[src/rtl/eip_pkg.sv]
package eip_pkg;
   typedef enum logic {
      DET_EDGE       = 1'b0,
      DET_EDGE_LEVEL = 1'b1
   } det_mode_e;

   typedef struct packed {
      logic      en;
      logic      pol;
      det_mode_e mode;
   } pin_cfg_t;
endpackage

[src/rtl/eip_sync.sv]
module eip_sync #(
   parameter int   STAGES  = 2,
   parameter logic RST_VAL = 1'b0
) (
   input  logic clk,
   input  logic rst_n,
   input  logic d,
   output logic q
);
   if (STAGES < 2) begin : g_bad
      $error("eip_sync: STAGES must be at least 2");
   end

   logic [STAGES-1:0] chain;

   for (genvar i = 0; i < STAGES; i++) begin : g_stage
      always_ff @(posedge clk or negedge rst_n) begin
         if (!rst_n)      chain[i] <= RST_VAL;
         else if (i == 0) chain[i] <= d;
         else             chain[i] <= chain[(i == 0) ? 0 : i-1];
      end
   end

   assign q = chain[STAGES-1];
endmodule

[src/rtl/eip_hist.sv]
module eip_hist
   import eip_pkg::*;
(
   input  logic     clk,
   input  logic     rst_n,
   input  pin_cfg_t cfg,
   input  logic     lvl_q,
   output logic     act,
   output logic     rise
);
   logic     act_d;
   pin_cfg_t cfg_q;
   logic     cfg_chg;

   assign act     = cfg.en & (lvl_q == cfg.pol);
   assign cfg_chg = (cfg != cfg_q);
   assign rise    = act & ~act_d & ~cfg_chg;

   always_ff @(posedge clk or negedge rst_n) begin
      if (!rst_n) begin
         act_d <= 1'b1;
         cfg_q <= '0;
      end else begin
         act_d <= act;
         cfg_q <= cfg;
      end
   end
endmodule

[src/rtl/eip_flag.sv]
module eip_flag
   import eip_pkg::*;
#(
   parameter bit LEVEL_SUPPORT = 1'b1
) (
   input  logic      clk,
   input  logic      rst_n,
   input  logic      en,
   input  det_mode_e mode,
   input  logic      rise,
   input  logic      act,
   input  logic      ack,
   output logic      flag
);
   logic hold;
   logic flag_nxt;

   if (LEVEL_SUPPORT) begin : g_lvl
      assign hold = (mode == DET_EDGE_LEVEL) & act & flag;
   end else begin : g_nolvl
      logic unused_lvl;
      assign unused_lvl = (mode == DET_EDGE_LEVEL) ^ act;
      assign hold = 1'b0;
   end

   always_comb begin
      if (!en)       flag_nxt = 1'b0;
      else if (rise) flag_nxt = 1'b1;
      else if (hold) flag_nxt = 1'b1;
      else if (ack)  flag_nxt = 1'b0;
      else           flag_nxt = flag;
   end

   always_ff @(posedge clk or negedge rst_n) begin
      if (!rst_n) flag <= 1'b0;
      else        flag <= flag_nxt;
   end
endmodule

[src/rtl/eip_detector.sv]
module eip_detector
   import eip_pkg::*;
#(
   parameter int SYNC_STAGES   = 2,
   parameter bit LEVEL_SUPPORT = 1'b1
) (
   input  logic clk,
   input  logic rst_n,
   input  logic pin_raw,
   input  logic pin_en,
   input  logic pol_high,
   input  logic lvl_mode,
   input  logic irq_en,
   input  logic pull_dis,
   input  logic flag_ack,
   output logic flag,
   output logic irq_req,
   output logic pin_stat,
   output logic pull_en,
   output logic pull_up
);
   pin_cfg_t cfg;
   logic     pin_q;
   logic     rise;

   assign cfg.en   = pin_en;
   assign cfg.pol  = pol_high;
   assign cfg.mode = det_mode_e'(lvl_mode);

   eip_sync #(.STAGES(SYNC_STAGES), .RST_VAL(1'b0)) u_sync (
      .clk(clk), .rst_n(rst_n), .d(pin_raw), .q(pin_q)
   );

   eip_hist u_hist (
      .clk(clk), .rst_n(rst_n), .cfg(cfg), .lvl_q(pin_q),
      .act(pin_stat), .rise(rise)
   );

   eip_flag #(.LEVEL_SUPPORT(LEVEL_SUPPORT)) u_flag (
      .clk(clk), .rst_n(rst_n), .en(pin_en), .mode(cfg.mode),
      .rise(rise), .act(pin_stat), .ack(flag_ack), .flag(flag)
   );

   assign irq_req = flag & irq_en;
   assign pull_en = pin_en & ~pull_dis;
   assign pull_up = ~pol_high;
endmodule

[config.mk]
export PLATFORM = sky130hd
export DESIGN_NAME = eip_detector
export DESIGN_NICKNAME = d
export VERILOG_FILES = /design/src/rtl/eip_pkg.sv /design/src/rtl/eip_sync.sv /design/src/rtl/eip_hist.sv /design/src/rtl/eip_flag.sv /design/src/rtl/eip_detector.sv
export SDC_FILE = /design/constraint.sdc
export NUM_CORES = 1
export LEC_CHECK = 0
export BUFFER_PORTS_ARGS = -buffer_cell sky130_fd_sc_hd__buf_2
export CAP_MARGIN = 20
export CORE_AREA = 4 4 41 43
export CTS_BUF_LIST = sky130_fd_sc_hd__clkbuf_4
export CTS_CLUSTER_DIAMETER = 120
export DETAILED_ROUTE_END_ITERATION = 8
export DIE_AREA = 0 0 45 47
export GPL_TIMING_DRIVEN = 0
export PLACE_DENSITY = 0.52
export RECOVER_POWER = 100
export SLEW_MARGIN = 20
export SYNTH_ARGS = -nofsm -noshare
export SYNTH_HDL_FRONTEND = slang
export SYNTH_SLANG_ARGS = --single-unit
export TNS_END_PERCENT = 1
[constraint.sdc]
create_clock -name clk -period 1 [get_ports clk]
set_input_delay 0.15 -clock clk [delete_from_list [all_inputs] [get_ports clk]]
set_output_delay 0.15 -clock clk [all_outputs]
set_load 0.02 [all_outputs]
; Word level (Yosys, flattened, before mapping)
; Index checks and enable logic that the tools add are counted.
[totals]
ff_bits = 7
elab_cells = 25
[op_classes]
n_eq_ne = 3
muxes = 4
bitwise = 11
[ops]
columns = operator, n
row1 = bitwise AND 1 bit, 7
row2 = 2-to-1 mux 1 bit, 4
row3 = inequality test 4 x 1 -> 1 bit (second input constant), 1
row4 = inverter 1 bit, 4
row5 = inequality test 3 bit, 1
row6 = equality test 1 bit, 1

; Depth between registers and ports, before layout
[logic_depth]
word_depth = 7
depth_mapped = 3
mapped_depth_nobuf = 3

; By module
; A second synthesis with hierarchy kept.
[unflattened]
hier_cells = 20
hier_area_um2 = 269.0
[by_module_without_submodules]
columns = mod, instances, cells_per_inst, area_per_inst_um2
row1 = eip_hist, 1, 10, 151.4
row2 = eip_sync, 1, 2, 50.0
row3 = eip_flag, 1, 5, 43.8
row4 = eip_detector, 1, 3, 23.8

; Worst setup path after synthesis
; Ideal clock, no wire load.
[synth_timing]
path_type = reg-to-output
startpoint = reg u_sync.chain[1], in the netlist u_sync.q
endpoint = out pin_stat
arrival_ns = 0.749
required_ns = 0.850
slack_ns = 0.101
stages_incl_launch_ff = 3
path_buffers = 0
cell_sequence = dfrtp_1 > xnor2_1 > and2_2
[synth_via]
elab_chain_len = 2
[synth_lines]
columns = item, line
row1 = from (decl), eip_sync.sv:14  ; logic [STAGES-1:0] chain;
row2 = "from (signal, indexed assignment)", eip_sync.sv:20  ; else chain[i] <= chain[(i == 0) ? 0 : i-1];
row3 = equality test 1 bit, eip_hist.sv:15  ; assign act = cfg.en & (lvl_q == cfg.pol);
row4 = bitwise AND 1 bit, eip_hist.sv:15
row5 = to (decl), eip_detector.sv:18  ; output logic pin_stat,
; Every way passes these cells.

; Final worst setup path
; Same ends and word-level chain as after synthesis.

==> flow_metrics.env <==
export IMPL_cp_cell_sequence="xnor2_2 -> and2_4 -> buf_6"
export IMPL_grt_pass1_wl_um=752
export IMPL_rows=13
export IMPL_num_vias=213
export IMPL_fin_skew_ns=0.000625
export IMPL_tightest_slew_ns=0.367
export IMPL_cts_made_buffers=3
export IMPL_die_x_um=45
export IMPL_fin_ws_ns=-0.219
export IMPL_top_layer_used="met3"
export IMPL_worstPathMaxFanout=2
export IMPL_synth_simple_area_share_pct=18.8
export IMPL_yosys_register_bits=7
export IMPL_path_clk_slew_ns=0.05
export IMPL_synth_avg_cell_area_um2=13.0
export IMPL_rsz0062_at_grt="true"
export IMPL_ctsHtreeMaxLevel=1
export IMPL_syn_num_nets=29
export IMPL_start_kind="register"
export IMPL_core_area_um2=1300
export IMPL_wire_per_inst_um=9.47
export IMPL_vdd_drop_max_uv=784
export IMPL_area_growth_pct=58.2
export IMPL_numPortBuffers=13
export IMPL_groute_usage_overall_pct=6.07
export IMPL_drt_total_wl_um=521
export IMPL_cts_sinks=7
export IMPL_clk_latency_ns=0.25
export IMPL_yosysSeqAreaShare_pct=67.8
export IMPL_drt_first_iter_violations=0
export IMPL_viasPerCell=3.87
export IMPL_hpwl_um=384
export IMPL_synth_mux_area_share_pct=0
export IMPL_end_kind="primary output"
export IMPL_pre_cts_ws_ns=-0.0404
export IMPL_relSlewSlack_pct=75.5
export IMPL_synthAdderAreaFrac_pct=0
export IMPL_synth_top_family_by_area="simple AND/OR/NAND/NOR gates"
export IMPL_yosysUniqueCellTypes=14
export IMPL_io_pins=14
export IMPL_p_leak_uw=0.000197
export IMPL_final_nets=50
export IMPL_finalSetupViolations=2
export IMPL_stdcell_count=55
export IMPL_dpl_cell_count=48
export IMPL_wl_met2_um=239
export IMPL_slowest_delay_ns=0.40
export IMPL_wl_met3_um=85
export IMPL_met1Wirelength_um=195
export IMPL_clockBufferDepth=2
export IMPL_max_clock_freq_mhz=820
export IMPL_gp_congestion=0.571
export IMPL_drt_first_pass_iters=1
export IMPL_drive_gt1_share_pct=45.0
export IMPL_initial_core_util_pct=20.0
export IMPL_cts_root_buf="clkbuf_4"
export IMPL_crit_type="register to primary output"
export IMPL_synth_compound_area_share_pct=5.29
export IMPL_fp_dieH_um=47
export IMPL_path_delay_family="flip-flops"
export IMPL_period_needed_ns=1.22
export IMPL_final_max_slew_viol_count=0
export IMPL_grt_max_degree=8
export IMPL_status="finished with violations"
export IMPL_yosysWarnings=0
export IMPL_cap_violations=0
export IMPL_path_buf_inv=1
export IMPL_slowest_stage="dfrtp_1"
export IMPL_route_detailed_drc=0
export IMPL_die_area_um2=2120
export IMPL_fin_setup_tns_ns=-0.277
export IMPL_grt_pass1_vias=204
export IMPL_overflow=0
export IMPL_whs_ns=0.0685
export IMPL_fillers=136
export IMPL_failed_checks="negative setup slack"
export IMPL_hold_violations=0
export IMPL_synth_xor_area_share_pct=6.73
export IMPL_cp_data_arrival_time_ns=1.07
export IMPL_p_total_uw=674
export IMPL_syn_inst=20
export IMPL_antenna_diode_count=0
export IMPL_netlist_area_um2=260
export IMPL_ant_nets=0
export IMPL_cts_tree="built"
export IMPL_hp_class="primary input to register"
export IMPL_finalCritPeriodShare_pct=122
export IMPL_antenna_found_initial=0
export IMPL_crit_required_ns=0.85
export IMPL_powerDensity_nw_per_um2=1640
[metrics by stage]
| step | util (%) | area [µm²] |
|---|---|---|
| final | 31.6 | 412 |
| after global routing | 31.6 | 412 |
| after CTS | 31.4 | 409 |
| after detailed placement | 26.4 | 344 |
| after global placement | 26.4 | 344 |
| after floorplan | - | 260 |
[metal layers]
metal | track usage, % | vias up
met2 | 8.47 | 15
met3 | 6.90 | 0
met4 | 5.26 | 0
met1 | 4.45 | 91
li1 | - | 107
met5 | 0 | -
[kinds of logic (layout without fill, tap and decap cells)]
logic type,after synthesis,in the layout
buffers and inverters,1,21
and+or+nand+nor,8,8
DFF,7,7
xor gates and xnor gates,2,2
AOI/OAI and AO/OA,2,2
[area by class of cell]
cell class,count,area [µm²],area share [%]
Tap cell,15,18.8,4.56
Sequential cell,7,176,42.9
Clock buffer,4,30.0,7.29
Inverter,1,3.75,0.912
Timing Repair Buffer,16,93.8,22.8
Multi-Input combinational cell,12,88.8,21.6
[worst paths after layout]
check,start,slack (ns),to,depth (start not counted)
setup / recovery,u_sync.q$_DFF_PN0_,-0.22,pin_stat,3
hold / removal,pin_en,0.07,u_hist.cfg_q[2]$_DFF_PN0_,1
setup reg to reg,u_sync.q$_DFF_PN0_,0,u_flag.flag$_DFFE_PN0P_,4
hold reg to reg,u_sync.chain[0]$_DFF_PN0_,0.35,u_sync.q$_DFF_PN0_,0
max in group asynchronous,rst_n,0.35,u_hist.act_d$_DFF_PN1_,2
min in group asynchronous,rst_n,0.35,u_sync.chain[0]$_DFF_PN0_,2
[flip-flops by register name (all words and copies together) (netlist names)]
name,flops
u_sync.chain,1
u_hist.cfg_q,3
u_sync.q,1
u_flag.flag,1
u_hist.act_d,1
[Yosys cell counts]
cell type	count	area, µm²
a21boi_1	1	7.51
nand2_1	1	3.75
nand4b_1	1	8.76
and2_1	1	6.26
dfrtp_1	6	150
inv_1	1	3.75
nor2b_1	1	6.26
and2_2	1	7.51
nor3_1	1	5.00
dfstp_2	1	26.3
and3_2	1	7.51
xnor2_1	2	17.5
o22ai_1	1	6.26
nor2_1	1	3.75
[worst register-to-register path: cells and delay by family (launching register included)]
family	cells	cell delay (ns)
DFF	1	0.40
AOI/OAI and AO/OA	1	0.06
buffers and inverters	1	0.14
and+or+nand+nor	2	0.27
[timing repair]
action                     4_1_cts  5_1_grt
pin swaps                        2        2
gates resized for setup          3        1
hold endpoints to repair         8        0
cloned                           0        0
buffers inserted                 1        0
setup endpoints to repair        2        3
hold buffers                     2        0
[where the power goes]
group          switching (µW)  leakage [µW]  internal (µW)
logic                    41.2     0.0000958           45.2
clock network             101     0.0000184            179
registers                6.22     0.0000825            300
[cells in the final DEF, fill, tap and decap left out]
master / n
buf_6: 1
nand4b_1: 1
xnor2_2: 1
nor3_1: 1
clkbuf_2: 1
buf_2: 7
inv_1: 1
buf_4: 1
xnor2_1: 1
dfstp_2: 1
and2_4: 1
nor2b_1: 1
clkbuf_1: 4
o22ai_1: 1
and3_2: 1
clkbuf_4: 4
and2_1: 1
dfrtp_1: 6
nor2_1: 1
dlygate4sd3_1: 2
a21boi_1: 1
nand2_1: 1
Note: power is estimated with default switching activity, not from simulation.
